File: src/rtl/prio_intr_pkg.sv
// Package: shared constants and command codes for the priority interrupt controller.
// Assumes four request sources and an 8-bit vector, changeable through parameters.
package prio_intr_pkg;
    localparam int NUM_SRC  = 4;
    localparam int VECTOR_W = 8;
    localparam int CMD_W    = 3;

    // Write-port command codes
    typedef enum logic [CMD_W-1:0] {
        CMD_ENABLE   = 3'd0,
        CMD_MASK_SET = 3'd1,
        CMD_MASK_CLR = 3'd2,
        CMD_PEND_CLR = 3'd3,
        CMD_BASE     = 3'd4
    } cmd_e;
endpackage

File: src/rtl/pic_req_bank.sv
// Module: pending and mask registers.
// Does: latches request levels into sticky pending bits and applies per-bit masks.
// Assumes: request lines are synchronous to clk; a request beats a same-cycle clear.
module pic_req_bank
    import prio_intr_pkg::*;
#(
    parameter int NSRC = NUM_SRC
) (
    input  logic             clk,
    input  logic             rst_n,
    input  logic [NSRC-1:0]  irq_src,
    input  logic             wr_en,
    input  logic [CMD_W-1:0] wr_sel,
    input  logic [NSRC-1:0]  wr_bits,
    output logic [NSRC-1:0]  qualified
);
    logic [NSRC-1:0] pend_q;
    logic [NSRC-1:0] mask_q;
    logic [NSRC-1:0] clr_bits;
    logic            mset, mclr;

    // Decode which write commands target this bank
    always_comb begin
        mset     = wr_en && (wr_sel == CMD_MASK_SET);
        mclr     = wr_en && (wr_sel == CMD_MASK_CLR);
        clr_bits = (wr_en && (wr_sel == CMD_PEND_CLR)) ? wr_bits : '0;
    end

    // Pending register: clear selected bits, then OR in new requests
    always_ff @(posedge clk) begin
        if (!rst_n) pend_q <= '0;
        else        pend_q <= (pend_q & ~clr_bits) | irq_src;
    end

    // Mask register: set or clear selected bits
    always_ff @(posedge clk) begin
        if (!rst_n)    mask_q <= '0;
        else if (mset) mask_q <= mask_q | wr_bits;
        else if (mclr) mask_q <= mask_q & ~wr_bits;
    end

    // Qualified requests seen by the encoder
    always_comb qualified = pend_q & mask_q;

    p_req_latch_r2: assert property (@(posedge clk) disable iff (!rst_n)
        (|irq_src) |=> ((pend_q & $past(irq_src)) == $past(irq_src)));

    p_pend_clear_r3: assert property (@(posedge clk) disable iff (!rst_n)
        (wr_en && wr_sel == CMD_PEND_CLR && irq_src == '0) |=> ((pend_q & $past(wr_bits)) == '0));

    p_mask_set_r4: assert property (@(posedge clk) disable iff (!rst_n)
        (wr_en && wr_sel == CMD_MASK_SET) |=> ((mask_q & $past(wr_bits)) == $past(wr_bits)));

    p_mask_clear_r4: assert property (@(posedge clk) disable iff (!rst_n)
        (wr_en && wr_sel == CMD_MASK_CLR) |=> ((mask_q & $past(wr_bits)) == '0));
endmodule

File: src/rtl/pic_encoder.sv
// Module: fixed priority encoder.
// Does: reduces qualified requests to an index (lowest bit wins) and an any-request flag.
// Assumes: the index is don't-care when no request is present.
module pic_encoder #(
    parameter int NSRC  = 4,
    parameter int IDX_W = $clog2(NSRC)
) (
    input  logic [NSRC-1:0]  qualified,
    output logic [IDX_W-1:0] idx,
    output logic             any_req
);
    // Any-request flag
    always_comb any_req = |qualified;

    generate
        if (NSRC == 4) begin : g_four
            logic bit_x, bit_y;
            // Two-level logic for four sources
            always_comb begin
                bit_x = ~qualified[0] & ~qualified[1];
                bit_y = (~qualified[0] & qualified[1]) | (~qualified[0] & ~qualified[2]);
                idx   = {bit_x, bit_y};
            end
        end else begin : g_generic
            // Scan from lowest priority up so the lowest set bit wins
            always_comb begin
                idx = IDX_W'(NSRC - 1);
                for (int k = NSRC - 1; k >= 0; k--) begin
                    if (qualified[k]) idx = IDX_W'(k);
                end
            end
        end
    endgenerate
endmodule

File: src/rtl/pic_ctrl_regs.sv
// Module: global enable flag and vector base register.
// Does: updates the enable flag and the base from write commands.
// Assumes: one command per write cycle.
module pic_ctrl_regs
    import prio_intr_pkg::*;
#(
    parameter int BASE_W = 6
) (
    input  logic              clk,
    input  logic              rst_n,
    input  logic              wr_en,
    input  logic [CMD_W-1:0]  wr_sel,
    input  logic [BASE_W-1:0] wr_data,
    output logic              ien,
    output logic [BASE_W-1:0] base
);
    // Enable flag follows bit 0 of the enable command
    always_ff @(posedge clk) begin
        if (!rst_n)                             ien <= 1'b0;
        else if (wr_en && wr_sel == CMD_ENABLE) ien <= wr_data[0];
    end

    // Base register loaded by the base command
    always_ff @(posedge clk) begin
        if (!rst_n)                           base <= '0;
        else if (wr_en && wr_sel == CMD_BASE) base <= wr_data;
    end

    p_ien_hold_r11: assert property (@(posedge clk) disable iff (!rst_n)
        (!(wr_en && wr_sel == CMD_ENABLE)) |=> $stable(ien));

    p_base_hold_r11: assert property (@(posedge clk) disable iff (!rst_n)
        (!(wr_en && wr_sel == CMD_BASE)) |=> $stable(base));
endmodule

File: src/rtl/pic_vector.sv
// Module: acknowledge and vector output.
// Does: shows the live vector in the first acknowledge cycle, captures it at the
// rising edge of acknowledge and holds it until acknowledge falls.
// Assumes: the bus driver is external; vec_oe models its enable.
module pic_vector #(
    parameter int VEC_W = 8,
    parameter int IDX_W = 2,
    parameter int BASE_W = VEC_W - IDX_W
) (
    input  logic              clk,
    input  logic              rst_n,
    input  logic              int_ack,
    input  logic [BASE_W-1:0] base,
    input  logic [IDX_W-1:0]  idx,
    output logic [VEC_W-1:0]  vec_data,
    output logic              vec_oe
);
    logic             ack_q;
    logic [VEC_W-1:0] held_q;
    logic [VEC_W-1:0] live;

    // Vector formed from the current base and index
    always_comb live = {base, idx};

    // Track acknowledge and capture on its rising edge
    always_ff @(posedge clk) begin
        if (!rst_n) begin
            ack_q  <= 1'b0;
            held_q <= '0;
        end else begin
            ack_q <= int_ack;
            if (int_ack && !ack_q) held_q <= live;
        end
    end

    // Drive the bus only during acknowledge
    always_comb begin
        vec_oe   = int_ack;
        vec_data = !int_ack ? '0 : (ack_q ? held_q : live);
    end

    p_vec_stable_r10: assert property (@(posedge clk) disable iff (!rst_n)
        (int_ack && $past(int_ack)) |-> $stable(vec_data));

    p_bus_idle_r8: assert property (@(posedge clk) disable iff (!rst_n)
        !int_ack |-> (!vec_oe && vec_data == '0));
endmodule

File: src/rtl/prio_intr_ctrl.sv
// Module: top of the masked parallel priority interrupt controller.
// Does: connects the request bank, encoder, control registers and vector unit.
// Assumes: synchronous active-low reset; all inputs synchronous to clk.
module prio_intr_ctrl
    import prio_intr_pkg::*;
#(
    parameter int NSRC   = NUM_SRC,
    parameter int VEC_W  = VECTOR_W,
    parameter int IDX_W  = $clog2(NSRC),
    parameter int BASE_W = VEC_W - IDX_W
) (
    input  logic              clk,
    input  logic              rst_n,
    input  logic [NSRC-1:0]   irq_src,
    input  logic              wr_en,
    input  logic [CMD_W-1:0]  wr_sel,
    input  logic [BASE_W-1:0] wr_data,
    input  logic              int_ack,
    output logic              int_req,
    output logic              int_status,
    output logic [VEC_W-1:0]  vec_data,
    output logic              vec_oe
);
    logic [NSRC-1:0]   qualified;
    logic [IDX_W-1:0]  idx;
    logic              ien;
    logic [BASE_W-1:0] base;

    pic_req_bank #(.NSRC(NSRC)) u_bank (
        .clk(clk), .rst_n(rst_n), .irq_src(irq_src), .wr_en(wr_en),
        .wr_sel(wr_sel), .wr_bits(wr_data[NSRC-1:0]), .qualified(qualified)
    );

    pic_encoder #(.NSRC(NSRC), .IDX_W(IDX_W)) u_enc (
        .qualified(qualified), .idx(idx), .any_req(int_status)
    );

    pic_ctrl_regs #(.BASE_W(BASE_W)) u_ctrl (
        .clk(clk), .rst_n(rst_n), .wr_en(wr_en), .wr_sel(wr_sel),
        .wr_data(wr_data), .ien(ien), .base(base)
    );

    pic_vector #(.VEC_W(VEC_W), .IDX_W(IDX_W), .BASE_W(BASE_W)) u_vec (
        .clk(clk), .rst_n(rst_n), .int_ack(int_ack), .base(base), .idx(idx),
        .vec_data(vec_data), .vec_oe(vec_oe)
    );

    // Processor interrupt gated by the global enable
    always_comb int_req = ien & int_status;

    p_req_has_status_r7: assert property (@(posedge clk) disable iff (!rst_n)
        int_req |-> int_status);

    p_top_source_wins_r6: assert property (@(posedge clk) disable iff (!rst_n)
        qualified[0] |-> (idx == '0));

    p_status_tracks_r5: assert property (@(posedge clk) disable iff (!rst_n)
        (qualified == '0) |-> !int_status);
endmodule

File: config.mk
export PLATFORM = sky130hd
export DESIGN_NAME = prio_intr_ctrl
export DESIGN_NICKNAME = d
export VERILOG_FILES = /design/src/rtl/prio_intr_pkg.sv /design/src/rtl/pic_req_bank.sv /design/src/rtl/pic_encoder.sv /design/src/rtl/pic_ctrl_regs.sv /design/src/rtl/pic_vector.sv /design/src/rtl/prio_intr_ctrl.sv
export SDC_FILE = /design/constraint.sdc
export NUM_CORES = 1
export LEC_CHECK = 0
export BUFFER_PORTS_ARGS = -buffer_cell sky130_fd_sc_hd__buf_2
export CORE_ASPECT_RATIO = 0.9
export CORE_UTILIZATION = 35
export CTS_BUF_LIST = sky130_fd_sc_hd__clkbuf_8
export CTS_CLUSTER_DIAMETER = 40
export DETAILED_ROUTE_END_ITERATION = 10
export SLEW_MARGIN = 15
export SYNTH_ARGS = -nofsm -noshare
export SYNTH_HDL_FRONTEND = slang
export SYNTH_SLANG_ARGS = --single-unit
File: constraint.sdc
create_clock -name clk -period 2.69 [get_ports clk]
set_input_delay 0.4035 -clock clk [delete_from_list [all_inputs] [get_ports clk]]
set_output_delay 0.4035 -clock clk [all_outputs]
set_load 0.02 [all_outputs]
==> impl_results.md, run 1 <==
- Status: complete, no violations
- Min-Delay Startpoint: wr_data[1]
- Worst Hold Depth: 2
- Placer Congestion: 0.754
- Clock Pin Slew Worst Setup and Hold Paths: 0.08 ns
- P&R area growth vs syn: 18.0%
- Drt drc: 0
- Synth cell types: 23
- Most frequent cell after synthesis: dfxtp_1
- Die X: 62.1 um
- FF-to-FF End: u_vec.held_q[0]
- Total core area: 0.00307 sq mm
- PortBufs: 27
- Clock net sink count: 24
- Setup Viol. Count Final: 0
- CP cell instances: mux2i_1, nor2b_1, buf_2
- Largest fanout on the critical path: 11
- CTS-repair resized insts: 0
- Peak VDD IR: 0.204 mV
- PwrDens: 519 mW/mm^2
- Syn Nets: 145
- Post-detailed-route count of antenna-violating nets: 0
- Critical path endpoint category: output port
- HPWL after detailed placement: 1750 um
- Drt total wl: 2450 um
- Worst-Skew Late Latency: 0.26 ns
- Initial antenna violation count: 0
- WP buf/inv: 1
- Final slew viol count: 0
- First-pass GRT wire length: 4100 um
- Mapped Avg Cell Area: 8.88 sq um
- Top cells by count, synth: dfxtp_1 (24), nand2_1 (20), nor2b_1 (15)
- Die Y: 56.1 um
- Non-filler instance count after layout: 194
- Fin nets: 170
- Starting Density: 37.0%
- Max Cap Viol: 0
- Critical Path Start Type: register
- Share of layout cells above drive strength 1: 21.7%
- Critical Path RT: 2.29 ns
- Worst-Margin Slew: 0.549 ns
- Synthesized cell area: 0.00114 sq mm
- Cts hold-fix bufs: 0
- Yosys warns: 0
- Io pins: 28
- Top post-synthesis cells by area: dfxtp_1 (42%), mux2i_1 (11%), nor2b_1 (8.3%)
- CTS tree: yes
- # placed instances: 190
- GRT Util Overall: 15.5%
- GRT overflow: 0
- Register area: 480 sq um
- Maximum clock rate: 0.545 GHz
- Slowest stage cell, crit path: dfxtp_1
- Via Count: 963
- CP peak stage delay: 0.67 ns
- Seq/Total Area, Yosys: 42.3%
- R2R depth: 3
- Clk_skew: 0.00124 ns
- Final min period: 1.84 ns
- Core Rows: 19
- Slew HR: 63.3%
- CTS buffer count: 3
- DRT Pass-1 Iters: 4
- Final hold violation count: 0
- Drt first-iter violations: 19
- Hold worst-path end: u_bank.pend_q[1]
- H-tree levels: 1
- Flops & latches, synth: 24
- Tot Pwr: 0.695 mW
- Fillcell total: 301
- Worst endpoint data arrival time: 1.43 ns
- Crit path max-delay family: flip-flops
- WL/cell: 12.6 um
- Die area: 0.00348 sq mm
- Area of the multi-input gates: 591 sq um
- Post-synth EDFFs: 0
- Vias/cell: 4.96
- Area fraction of the dominant cell type after synthesis: 42.3%
- Reg2Reg Setup Slack: 1.27 ns
- RSZ-0062 raised after global routing: no
- Vias in the first global route: 892
- Pleak: 0.530 nW
- R2r startpoint: u_vec.ack_q
- Tcrit/Tclk final: 68.2%
- HP Class: in2reg
- Largest net degree at the start of global routing: 26
- Top_reg_cell synth: dfxtp_1
- CP Launch Point: u_vec.ack_q
- Area leader, netlist: dfxtp_1
- Post-synth ARST share: 0%
- Cells after Synth: 128
- Critical setup path kind: reg2out
- Fin Setup TNS: 0 ns
- Diodes inserted: 0
- Root Buffer: clkbuf_8
- Final core occ: 43.7%
- Clock tree buffer depth: 2
- Post-CTS Setup Repair Bufs: 0
-- power by group --
group	internal, mW	total (mW)	switching, mW
Combinational	0.0326	0.0753	0.0426
Sequential	0.366	0.377	0.0103
Clock	0.131	0.244	0.113
Total	0.530	0.695	0.166
-- worst max-delay path by stage --
stage	end	slack (ns)	cells after the start
2_1_floorplan	vec_data[0]	1.14	4
3_3_place_gp	vec_data[0]	1.16	4
3_5_place_dp	vec_data[0]	1.15	4
4_1_cts	vec_data[0]	0.85	4
5_1_grt	int_req	0.73	4
6_report	vec_data[5]	0.86	3
-- layout by cell type, fill, tap and decap left out, types with 2 or more instances in the layout --
| cell type | n |
|---|---|
| o21ai_0 | 9 |
| a311oi_1 | 4 |
| and2_1 | 3 |
| clkbuf_8 | 4 |
| a21oi_1 | 2 |
| nand2_1 | 20 |
| a31oi_1 | 8 |
| a21boi_0 | 8 |
| buf_2 | 27 |
| dfxtp_1 | 24 |
| nor2b_1 | 15 |
| inv_1 | 5 |
| mux2i_1 | 13 |
-- cell families (layout without fill, tap and decap cells) --
group / count (synthesis) / count (layout) / share of synthesized area, %
DFF: 24 / 24 / 42.3
buffers and inverters: 13 / 37 / 5.73
AOI/OAI and AO/OA: 35 / 35 / 20.5
muxes: 13 / 13 / 11.5
and+or+nand+nor: 43 / 43 / 20.0
-- per-stage QoR --
stage	instance area, sq um	setup WS, ns	hold slack (ns)
floorplan	1140	1.14	0.435
global placement	1280	1.16	0.442
detailed placement	1280	1.15	0.461
CTS	1340	0.847	0.367
global route	1340	0.733	0.366
finish	1340	0.855	0.372
-- area by class of cell --
type	count	share of cell area, %
tap	42	3.92
timing repair buffer	28	10.6
inverter	5	1.40
sequential	24	35.9
multi-input combinational	91	44.1
clock buffer	4	4.11
-- layer usage --
| metal | share of wire [%] | wire length (um) | vias up | track usage [%] |
|---|---|---|---|---|
| li1 | - | - | 495 | - |
| met1 | 52 | 1260 | 458 | 22.2 |
| met2 | 46 | 1130 | 8 | 23.1 |
| met3 | 1.6 | 39 | 2 | 2.09 |
| met4 | 0.57 | 14 | 0 | 5.71 |
| met5 | 0 | 0 | - | 0 |
(Power assumes the default switching activity.)
==> run 2, diff against run 1 <==
- clock period: 2.69 -> 1.65 ns (I/O delays scaled with it)
==> impl_results.md, run 2 (synthesis results as in run 1) <==
- Fin Setup TNS: 0 ns
- Maximum clock rate: 0.655 GHz
- Tot Pwr: 1.26 mW
- Slew HR: 75.3%
- Crit path max-delay family: flip-flops
- GRT overflow: 0
- Critical setup path kind: reg2out
- Slowest stage cell, crit path: dfxtp_1
- CP peak stage delay: 0.35 ns
- Vias/cell: 5.00
- Total core area: 0.00307 sq mm
- CTS buffer count: 3
- Status: complete, no violations
- # placed instances: 193
- CTS tree: yes
- Starting Density: 37.0%
- Clock Pin Slew Worst Setup and Hold Paths: 0.08 ns
- Clock tree buffer depth: 2
- WL/cell: 13.0 um
- Share of layout cells above drive strength 1: 24.5%
- Worst-Skew Late Latency: 0.27 ns
- Clk_skew: 0.00339 ns
- Die area: 0.00348 sq mm
- CP cell instances: a22oi_2, nand3_1, and2_1, buf_2
- HP Class: in2reg
- Most common cell after layout, fill and taps aside: buf_2
- Max Cap Viol: 0
- Worst-Margin Slew: 0.370 ns
- Fin nets: 173
- Via Count: 985
- Vias in the first global route: 932
- Drt total wl: 2570 um
- Tcrit/Tclk final: 92.6%
- P&R area growth vs syn: 22.1%
- Non-filler instance count after layout: 197
- RSZ-0062 raised after global routing: no
- Largest net degree at the start of global routing: 26
- Initial antenna violation count: 0
- Peak VDD IR: 0.369 mV
- Diodes inserted: 0
- Critical Path RT: 1.40 ns
- GRT Util Overall: 16.3%
- Die Y: 56.1 um
- Final slew viol count: 0
- PortBufs: 27
- Final min period: 1.53 ns
- Finished Cell Area: 0.00139 sq mm
- Die X: 62.1 um
- Worst endpoint data arrival time: 1.28 ns
- Post-detailed-route count of antenna-violating nets: 0
- H-tree levels: 1
- Core Rows: 19
- Min-Delay Startpoint: wr_data[2]
- Drt first-iter violations: 28
- Final hold violation count: 0
- Setup Viol. Count Final: 0
- First-pass GRT wire length: 4140 um
- Clock net sink count: 24
- PwrDens: 909 mW/mm^2
- Area after DPL: 0.00131 sq mm
- Pleak: 0.554 nW
- Placer Congestion: 0.751
- CP Launch Point: u_bank.pend_q[0]
- WP buf/inv: 1
- Critical path endpoint category: output port
- Reg2Reg Setup Slack: 0.52 ns
- Critical Path Start Type: register
- Root Buffer: clkbuf_8
- Io pins: 28
- R2r startpoint: u_vec.ack_q
- DRT Pass-1 Iters: 4
- Commonest cells after routing, fill and taps aside: buf_2 (27), dfxtp_1 (23), nand2_1 (20), nor2b_1 (15), mux2i_1 (13)
- HPWL after detailed placement: 1820 um
- Drt drc: 0
- Largest fanout on the critical path: 4
- Fillcell total: 302
run 2: cell types whose count changed in the layout (fill, tap and decap cells not counted), sizes merged:
cell	previous run	this run
bufinv	0	1
buf	28	31
clkbuf	4	3
run 2: through the flow:
stage | hold WS [ns] | utilization (%) | setup slack [ns]
5_1_grt | 0.230 | 45.2 | 0.0173
3_3_place_gp | 0.440 | 42.6 | 0.265
3_5_place_dp | 0.457 | 42.6 | 0.252
4_1_cts | 0.220 | 45.0 | 0.0460
6_report | 0.218 | 45.2 | 0.123
2_1_floorplan | 0.348 | - | 0.253
run 2: power breakdown:
group	leakage [nW]	internal [mW]	total (mW)	switching, mW
clock network	0.0357	0.325	0.516	0.192
registers	0.196	0.597	0.614	0.0171
logic	0.321	0.0582	0.131	0.0731
run 2: layout make-up:
type | count | area, sq um | area share (%)
sequential | 24 | 484 | 34.9
timing repair buffer | 31 | 165 | 11.9
clock buffer | 3 | 41.3 | 2.98
multi-input combinational | 91 | 596 | 42.9
tap | 42 | 52.6 | 3.79
clock inverter | 1 | 30.0 | 2.16
inverter | 5 | 18.8 | 1.35
run 2: timing repair:
item,4_1_cts,5_1_grt
setup buffers,0,0
hold buffers,0,0
pin swaps,0,0
gates resized for setup,1,2
gates cloned,0,0
endpoints found under the setup margin,7,2
run 2: metal layers:
layer | up-vias | GRT usage, % | share of wire, % | routed length [um]
li1 | 501 | - | - | -
met1 | 457 | 22.3 | 46 | 1180
met2 | 22 | 24.3 | 48 | 1240
met3 | 5 | 3.02 | 3.9 | 101
met4 | 0 | 7.30 | 1.7 | 44
met5 | - | 0 | 0 | 0
run 2: final timing paths:
| path | to | cells after the start |
|---|---|---|
| setup / recovery | int_req | 4 |
| hold / removal | u_bank.pend_q[2] | 2 |
| setup reg to reg | u_vec.held_q[2] | 3 |
| hold reg to reg | u_vec.held_q[7] | 2 |
run 2: worst register-to-register path, delay by kind of cell (launching register included):
family          cells  cell delay (ns)
simple gates        2             0.46
flops               1             0.45
compound gates      1             0.16
